[src/rtl/pic_prog_pkg.sv]
// Package: shared types and field codes for the interrupt controller
// programming port. Assumes byte-wide host accesses.
package pic_prog_pkg;

    localparam int BYTE_W = 8;

    // Setup-sequence position for offset-1 writes.
    typedef enum logic [1:0] {
        SEQ_IDLE = 2'd0,
        SEQ_VEC  = 2'd1,
        SEQ_CAS  = 2'd2,
        SEQ_MODE = 2'd3
    } seq_t;

    // Operation-command subcode that releases one named line.
    localparam logic [2:0] SUB_SPEC_EOI = 3'd3;

endpackage

[src/rtl/pic_cmd_decode.sv]
// Module: pic_cmd_decode
// Classifies one host write into setup start, operation command,
// read-control command or data write. Purely combinational; assumes at
// most one write per cycle.
module pic_cmd_decode
    import pic_prog_pkg::*;
(
    input  logic              wr_en,
    input  logic              addr,
    input  logic [BYTE_W-1:0] wdata,
    output logic              start_wr,
    output logic              op_wr,
    output logic              rdctl_wr,
    output logic              data_wr
);

    // Split offset-0 writes by data bits 4:3; offset-1 writes are data.
    always_comb begin
        start_wr = wr_en && !addr && wdata[4];
        op_wr    = wr_en && !addr && (wdata[4:3] == 2'b00);
        rdctl_wr = wr_en && !addr && (wdata[4:3] == 2'b01);
        data_wr  = wr_en && addr;
    end

endmodule

[src/rtl/pic_init_seq.sv]
// Module: pic_init_seq
// Setup-sequence counter and the setup-time configuration it fills:
// trigger mode, cascade enable, mode-word request, vector base and the
// cascade word. IS_MASTER picks how the cascade word is kept.
// Assumes start_wr and data_wr are never high together.
module pic_init_seq
    import pic_prog_pkg::*;
#(
    parameter int LINES     = 8,
    parameter bit IS_MASTER = 1'b1,
    localparam int LINE_W   = $clog2(LINES)
) (
    input  logic              clk,
    input  logic              rst_n,
    input  logic              start_wr,
    input  logic              data_wr,
    input  logic [BYTE_W-1:0] wdata,
    output logic              seq_idle,
    output logic [BYTE_W-1:0] vec_base,
    output logic [LINES-1:0]  cascade_map,
    output logic              edge_mode,
    output logic              cascade_en
);

    seq_t             seq_q;
    logic             want_mode_q;
    logic [LINES-1:0] cas_val;

    // Select how the cascade word is captured for this variant.
    generate
        if (IS_MASTER) begin : g_master
            always_comb cas_val = wdata[LINES-1:0];
        end else begin : g_slave
            always_comb cas_val = {{(LINES-LINE_W){1'b0}}, wdata[LINE_W-1:0]};
        end
    endgenerate

    // Advance the setup sequence and capture each setup word.
    always_ff @(posedge clk) begin
        if (!rst_n) begin
            seq_q       <= SEQ_IDLE;
            want_mode_q <= 1'b0;
            edge_mode   <= 1'b0;
            cascade_en  <= 1'b0;
            vec_base    <= '0;
            cascade_map <= '0;
        end else if (start_wr) begin
            edge_mode   <= wdata[3];
            cascade_en  <= !wdata[1];
            want_mode_q <= wdata[0];
            seq_q       <= SEQ_VEC;
        end else if (data_wr) begin
            case (seq_q)
                SEQ_VEC: begin
                    vec_base <= {wdata[BYTE_W-1:LINE_W], {LINE_W{1'b0}}};
                    if (cascade_en) begin
                        seq_q <= SEQ_CAS;
                    end else begin
                        cascade_map <= '0;
                        seq_q       <= want_mode_q ? SEQ_MODE : SEQ_IDLE;
                    end
                end
                SEQ_CAS: begin
                    cascade_map <= cas_val;
                    seq_q       <= want_mode_q ? SEQ_MODE : SEQ_IDLE;
                end
                SEQ_MODE: seq_q <= SEQ_IDLE;
                default:  seq_q <= SEQ_IDLE;
            endcase
        end
    end

    // Tell the run-time register block when offset 1 means the mask.
    always_comb seq_idle = (seq_q == SEQ_IDLE);

    AST_VEC_STEP_LEAVES: assert property (@(posedge clk) disable iff (!rst_n)
        (data_wr && seq_q == SEQ_VEC) |=> (seq_q != SEQ_VEC));
    AST_CAS_ONLY_CASCADED: assert property (@(posedge clk) disable iff (!rst_n)
        (seq_q == SEQ_CAS) |-> cascade_en);
    AST_MODE_ONLY_REQUESTED: assert property (@(posedge clk) disable iff (!rst_n)
        (seq_q == SEQ_MODE) |-> want_mode_q);
    AST_MODE_TO_IDLE: assert property (@(posedge clk) disable iff (!rst_n)
        (data_wr && seq_q == SEQ_MODE) |=> seq_idle);

endmodule

[src/rtl/pic_run_regs.sv]
// Module: pic_run_regs
// Run-time registers: line mask, readback selection and the registered
// specific end-of-interrupt strobe. Assumes decoded write classes come
// from pic_cmd_decode and seq_idle from pic_init_seq.
module pic_run_regs
    import pic_prog_pkg::*;
#(
    parameter int LINES   = 8,
    localparam int LINE_W = $clog2(LINES)
) (
    input  logic              clk,
    input  logic              rst_n,
    input  logic              start_wr,
    input  logic              op_wr,
    input  logic              rdctl_wr,
    input  logic              data_wr,
    input  logic              seq_idle,
    input  logic [BYTE_W-1:0] wdata,
    output logic [LINES-1:0]  line_mask,
    output logic              sel_pend,
    output logic              eoi_stb,
    output logic [LINE_W-1:0] eoi_line
);

    logic mask_wr;
    logic eoi_hit;

    // Decide which run-time updates this write causes.
    always_comb begin
        mask_wr = data_wr && seq_idle;
        eoi_hit = op_wr && (wdata[7:5] == SUB_SPEC_EOI);
    end

    // Hold the mask: cleared by setup start, loaded when idle.
    always_ff @(posedge clk) begin
        if (!rst_n)        line_mask <= '0;
        else if (start_wr) line_mask <= '0;
        else if (mask_wr)  line_mask <= wdata[LINES-1:0];
    end

    // Hold the readback selection, changed only by an enabled read-control.
    always_ff @(posedge clk) begin
        if (!rst_n)                     sel_pend <= 1'b1;
        else if (rdctl_wr && wdata[1])  sel_pend <= wdata[0];
    end

    // Issue a one-cycle strobe for a specific end-of-interrupt.
    always_ff @(posedge clk) begin
        if (!rst_n) begin
            eoi_stb  <= 1'b0;
            eoi_line <= '0;
        end else begin
            eoi_stb <= eoi_hit;
            if (eoi_hit) eoi_line <= wdata[LINE_W-1:0];
        end
    end

    AST_START_CLEARS_MASK: assert property (@(posedge clk) disable iff (!rst_n)
        start_wr |=> (line_mask == '0));
    AST_IDLE_LOADS_MASK: assert property (@(posedge clk) disable iff (!rst_n)
        mask_wr |=> (line_mask == $past(wdata[LINES-1:0])));
    AST_EOI_FROM_CMD: assert property (@(posedge clk) disable iff (!rst_n)
        eoi_stb |-> $past(op_wr && wdata[7:5] == SUB_SPEC_EOI));
    AST_SEL_HOLDS: assert property (@(posedge clk) disable iff (!rst_n)
        !rdctl_wr |=> $stable(sel_pend));

endmodule

[src/rtl/pic_prog_port.sv]
// Module: pic_prog_port (top)
// Two-offset byte port of an eight-line interrupt controller: decodes
// writes, runs the setup sequence, holds configuration and returns
// pending, in-service or mask bytes on reads. Assumes single-byte
// accesses and a synchronous active-low reset.
module pic_prog_port
    import pic_prog_pkg::*;
#(
    parameter int LINES     = 8,
    parameter bit IS_MASTER = 1'b1,
    localparam int LINE_W   = $clog2(LINES)
) (
    input  logic              clk,
    input  logic              rst_n,
    input  logic              wr_en,
    input  logic              rd_en,
    input  logic              addr,
    input  logic [BYTE_W-1:0] wdata,
    output logic [BYTE_W-1:0] rdata,
    input  logic [LINES-1:0]  core_pend,
    input  logic [LINES-1:0]  core_insvc,
    output logic [LINES-1:0]  line_mask,
    output logic [BYTE_W-1:0] vec_base,
    output logic [LINES-1:0]  cascade_map,
    output logic              edge_mode,
    output logic              cascade_en,
    output logic              eoi_stb,
    output logic [LINE_W-1:0] eoi_line
);

    logic start_wr, op_wr, rdctl_wr, data_wr;
    logic seq_idle, sel_pend;

    pic_cmd_decode u_decode (
        .wr_en    (wr_en),
        .addr     (addr),
        .wdata    (wdata),
        .start_wr (start_wr),
        .op_wr    (op_wr),
        .rdctl_wr (rdctl_wr),
        .data_wr  (data_wr)
    );

    pic_init_seq #(.LINES(LINES), .IS_MASTER(IS_MASTER)) u_seq (
        .clk         (clk),
        .rst_n       (rst_n),
        .start_wr    (start_wr),
        .data_wr     (data_wr),
        .wdata       (wdata),
        .seq_idle    (seq_idle),
        .vec_base    (vec_base),
        .cascade_map (cascade_map),
        .edge_mode   (edge_mode),
        .cascade_en  (cascade_en)
    );

    pic_run_regs #(.LINES(LINES)) u_regs (
        .clk       (clk),
        .rst_n     (rst_n),
        .start_wr  (start_wr),
        .op_wr     (op_wr),
        .rdctl_wr  (rdctl_wr),
        .data_wr   (data_wr),
        .seq_idle  (seq_idle),
        .wdata     (wdata),
        .line_mask (line_mask),
        .sel_pend  (sel_pend),
        .eoi_stb   (eoi_stb),
        .eoi_line  (eoi_line)
    );

    // Return the addressed byte while read enable is high, else zero.
    always_comb begin
        rdata = '0;
        if (rd_en) begin
            if (addr)          rdata[LINES-1:0] = line_mask;
            else if (sel_pend) rdata[LINES-1:0] = core_pend;
            else               rdata[LINES-1:0] = core_insvc;
        end
    end

    AST_READ_ZERO_IDLE: assert property (@(posedge clk) disable iff (!rst_n)
        !rd_en |-> (rdata == '0));

endmodule

[config.mk]
export PLATFORM = sky130hd
export DESIGN_NAME = pic_prog_port
export DESIGN_NICKNAME = d
export VERILOG_FILES = /design/src/rtl/pic_prog_pkg.sv /design/src/rtl/pic_cmd_decode.sv /design/src/rtl/pic_init_seq.sv /design/src/rtl/pic_run_regs.sv /design/src/rtl/pic_prog_port.sv
export SDC_FILE = /design/constraint.sdc
export NUM_CORES = 1
export LEC_CHECK = 0
export CAP_MARGIN = 15
export CORE_MARGIN = 2
export CORE_UTILIZATION = 70
export CTS_BUF_LIST = sky130_fd_sc_hd__clkbuf_8
export CTS_CLUSTER_DIAMETER = 40
export CTS_CLUSTER_SIZE = 14
export DETAILED_ROUTE_END_ITERATION = 16
export DONT_BUFFER_PORTS = 1
export GPL_TIMING_DRIVEN = 0
export PLACE_DENSITY = 0.95
export SYNTH_ARGS = -nofsm -noshare
export SYNTH_HDL_FRONTEND = slang
export SYNTH_SLANG_ARGS = --single-unit
[constraint.sdc]
create_clock -name clk -period 3.9 [get_ports clk]
set_input_delay 0.195 -clock clk [delete_from_list [all_inputs] [get_ports clk]]
set_output_delay 0.195 -clock clk [all_outputs]
set_load 0.02 [all_outputs]
Word level (Yosys, flattened, before mapping)
Index checks and enable logic that the tools add are counted.
{"block": "word_totals", "ff_bits": 31, "latch_bits": 0, "ramBits": 0, "rom_bits": 0, "inputBits": 29, "output_inout_bits": 38, "wordCells": 45, "memories": 0}
{"block": "classes", "addsub": 0, "n_mul": 0, "div_mod_pow": 0, "magnitude_cmp": 0, "n_eq_ne": 5, "n_shift": 0, "muxes": 10, "bitwise_logic": 2, "reduce_logical": 17}
{"operator": "$mux 8", "n": 4}
{"operator": "$pmux 8 s2", "n": 1}
{"operator": "$logic_and 1x1->1", "n": 8}
{"operator": "$eq 2x1->1 const B", "n": 2}
{"operator": "$logic_not 2->1", "n": 2}
{"operator": "$mux 2", "n": 2}
{"operator": "$pmux 2 s2", "n": 1}
{"operator": "$reduce_and 4->1", "n": 1}
{"operator": "$reduce_bool 2->1", "n": 2}
{"operator": "$eq 3x2->1 const B", "n": 1}
{"operator": "$reduce_and 3->1", "n": 1}
{"operator": "$eq 2x2->1 const B", "n": 1}
{"operator": "$logic_not 1->1", "n": 2}
{"operator": "$mux 1", "n": 2}
{"operator": "$ne 2x2->1 const B", "n": 1}
{"operator": "$not 1->1", "n": 2}
{"operator": "$reduce_or 2->1", "n": 1}

Longest topological paths before layout
{"block": "depth", "depth_word": 5, "ltp_mapped": 6}

By module
A second synthesis with hierarchy kept.
{"block": "hier_totals", "hier_cells": 162, "area_unflattened_um2": 1679.1}
{"mod": "pic_init_seq", "instances": 1, "cells_each": 72, "area_each_um2": 777.0}
{"mod": "pic_run_regs", "instances": 1, "cells_each": 59, "area_each_um2": 579.3}
{"mod": "pic_prog_port", "instances": 1, "cells_each": 27, "area_each_um2": 280.3}
{"mod": "pic_cmd_decode", "instances": 1, "cells_each": 4, "area_each_um2": 42.5}

Worst setup path after synthesis
OpenSTA, ideal clock, no wires.
{"block": "synth_timing", "path_kind": "flip-flop to flip-flop", "startpoint": "register u_seq.seq_q[0]", "endpoint": "register u_seq.seq_q[1]", "setup_ns": 0.123, "arrival_ns": 1.206, "t_required_ns": 3.777, "slack_ns": 2.572, "path_stages_with_launch": 7, "synth_period_minus_slack_ns": 1.328, "path_cell_list": "dfxtp_1 inv_1 ha_1 clkbuf_1 o2111ai_1 a2bb2oi_1 nor2_1"}
{"block": "synth_between", "elab_chain_cells": 2}
{"element": "start, declared", "line_no": "pic_init_seq.sv:25", "rtl": "seq_t seq_q;"}
{"element": "start signal, assigned", "line_no": "pic_init_seq.sv:60", "rtl": "seq_q <= want_mode_q ? SEQ_MODE : SEQ_IDLE;"}
{"element": "start signal, assigned", "line_no": "pic_init_seq.sv:65", "rtl": "seq_q <= want_mode_q ? SEQ_MODE : SEQ_IDLE;"}
{"element": "$eq 2x2->1 or $eq 2x1->1 (tied branches)", "line_no": "pic_init_seq.sv:53", "rtl": "case (seq_q)"}
{"element": "$pmux 2 s2 *", "line_no": "pic_init_seq.sv:53"}
Mark *: on every way between the ends. The rest lies on a longest branch, timed or not.
A chain may end at the register's enable or synchronous reset.

Worst setup path after layout
{"block": "layout_timing", "startpoint": "register u_regs.sel_pend", "endpoint": "output rdata[3]"}
{"block": "layout_between", "elab_chain_cells": 3}
{"element": "start, declared", "line_no": "pic_run_regs.sv:20", "rtl": "output logic sel_pend,"}
{"element": "start signal, assigned", "line_no": "pic_run_regs.sv:44", "rtl": "else if (rdctl_wr && wdata[1]) sel_pend <= wdata[0];"}
{"element": "$mux 8", "line_no": "pic_prog_port.sv:77", "rtl": "else if (sel_pend) rdata[LINES-1:0] = core_pend;"}
{"element": "$mux 8", "line_no": "pic_prog_port.sv:76", "rtl": "if (addr) rdata[LINES-1:0] = line_mask;"}
{"element": "$mux 8", "line_no": "pic_prog_port.sv:75", "rtl": "if (rd_en) begin"}
{"element": "end, declared", "line_no": "pic_prog_port.sv:19", "rtl": "output logic [BYTE_W-1:0] rdata,"}
Every way passes these cells.

==> metrics <==
CP arrival about 1.4 ns; Core ar. approximately 2100 um2; top cell type's share of synthesized area between 30% and 40%; Cells after DPL ~200; GR Overflow Total 0; clock sink count 31; post-layout min period approximately 1.6 ns; maximum capacitance violations 0; worst path required time approximately 3.7 ns; first-pass GRT wire length between 5000 and 6000 um; cell count after synthesis approximately 170; post-cts resize count 0; setup tns final 0 ns; vias around 1300; Residual DRC 0; deepest clock path buffer count 2; average size of a mapped cell about 9.1 um2; antenna violations before repair 0; Yosys top cell by area dfxtp_1; layout cells sized above 1 between 10% and 20%; number of synthesis warnings 0; Lkg Pwr 0.844 nW; Die ar. about 2600 um2; Final Hold Fails 0; clock skew approximately 0.0076 ns; startpoint class of the critical path register; Synth Flop Type dfxtp_1; gr usage total between 30% and 40%; RSZ-0062 raised after global routing false; Post-Syn Area 1560 um2; largest fanout on the critical path 9; Hold-fix buffers, CTS 0; top cells by area, synth dfxtp_1, mux2i_1, nand2_1, nor2_1, and2_1; area grow syn2layout 9.32%; Port Buf Inserts 0; Final #Nets roughly 210; Post-synth EDFFs 0; most frequent cell after synthesis mux2i_1; VDD IR max roughly 0.32 mV; Yosys cell types 26; post-detail-place hpwl 2660 um; Hold Path Class input port to register; status completed; total wire length approximately 3600 um; Avg WL per Cell roughly 17 um; CTS root buf clkbuf_8; clk_lat worst skew 0.28 ns; via-per-instance ratio 6.09; DRT Pass-1 Iters 4; register area share after synthesis between 30% and 40%; gpl congestion just under 0.8; final worst path period share approximately 40%; vias in the first global route about 1300; Iter 0 DRT Violations 24; clock slew at reported path FFs ~0.06 ns; IO Pins 67; top post-synthesis cells by count mux2i_1, dfxtp_1, nand2_1; WS Path Type register to output pin; Die Y slightly above 50 um; Final Non-Filler Cells around 210; H-tree depth 2; Pwr Density just over 400 nW/um2; Die W a little over 50 um; largest net degree at the start of global routing 11; CTS tree built; row count 17; max-slew violation count 0; post-route ant nets 0; TritonCTS buffer count 5; async set-reset flop share out of synthesis 0%; f_max between 0.6 and 0.7 GHz; synthesis-stage register bit count 31; Setup Buffers After CTS 0; Initial Util 72.5%; antenna fix cells 0; count of final setup violators 0; crit end category output pin
[where the power goes]
group	internal, W	leakage (nW)	switching (W)
clock	0.000184	0.0554	0.000109
sequential	0.000323	0.251	0.0000118
combinational	0.0000257	0.537	0.0000393
[sequential cells by signal, indices dropped and copies added (netlist names)]
register,flops
u_seq.vec_base,5
u_seq.edge_mode,1
u_seq.want_mode_q,1
u_regs.line_mask,8
u_seq.cascade_map,8
u_regs.eoi_stb,1
u_regs.sel_pend,1
u_seq.cascade_en,1
u_regs.eoi_line,3
u_seq.seq_q,2
[critical path, cell delays in order (launching register included)]
cell and delay [ns]:
dfxtp_1 0.30, buf_2 0.25, mux2i_1 0.23, o21ai_0 0.09, and2_1 0.23
[cells in the final DEF (no fill, tap or decap), types with 2 or more instances in the layout]
master     n
mux2i_1   34
dfxtp_1   31
nand2_1   27
nor2_1    18
o21ai_0    9
nand3_1    9
and2_1     8
inv_1      5
clkbuf_8   5
clkbuf_1   4
buf_2      3
a21oi_1    3
ha_1       3
buf_4      3
conb_1     3
buf_6      2
nand4_2    2
[final cells by class]
class | instances | area [um2]
Sequential cell | 31 | 621
Multi-Input combinational cell | 126 | 853
Fill cell | 151 | 447
Clock inverter | 2 | 33.8
Tap cell | 28 | 35.0
Buffer | 12 | 75.1
Clock buffer | 5 | 68.8
Inverter | 4 | 15.0
[per-stage QoR]
stage	setup WS [ns]	instance area [um2]	hold WS [ns]	util, %	power (W)
CTS	2.30	1700	0.0421	79.2	0.000696
global route	2.25	1700	0.0588	79.2	0.000715
floorplan	2.57	1560	0.334	-	0.000396
finish	2.32	1700	0.0485	79.2	0.000693
global placement	2.47	1600	0.338	74.4	0.000403
detailed placement	2.40	1600	0.340	74.4	0.000406
[routing by layer]
| layer | vias to the layer above | part of all wire (%) | GRT usage, % |
|---|---|---|---|
| met5 | - | 0 | 0 |
| met4 | 0 | 3.9 | 17.6 |
| met3 | 20 | 9.2 | 10.2 |
| met2 | 84 | 50 | 55.6 |
| met1 | 572 | 37 | 28.7 |
| li1 | 590 | - | - |
[logic make-up after synthesis]
family          after synthesis  share of synthesized area [%]
fa+ha+maj                     3                           2.41
flops                        31                           39.9
other cells                   1                          0.241
compound gates               16                           6.59
buf+inv                      16                           5.79
simple gates                 70                           23.2
mux                          34                           21.9
[worst paths after layout]
kind	endpoint	startpoint	slack, ns	cells past startpoint
max	rdata[3]	u_regs.sel_pend	2.32	4
min	u_regs.eoi_line[2]	wdata[2]	0.05	2
max reg2reg	u_seq.seq_q[1]	u_seq.seq_q[0]	2.34	6
min reg2reg	u_seq.want_mode_q	u_seq.want_mode_q	0.55	2
Power figures use the tool's default switching activity.
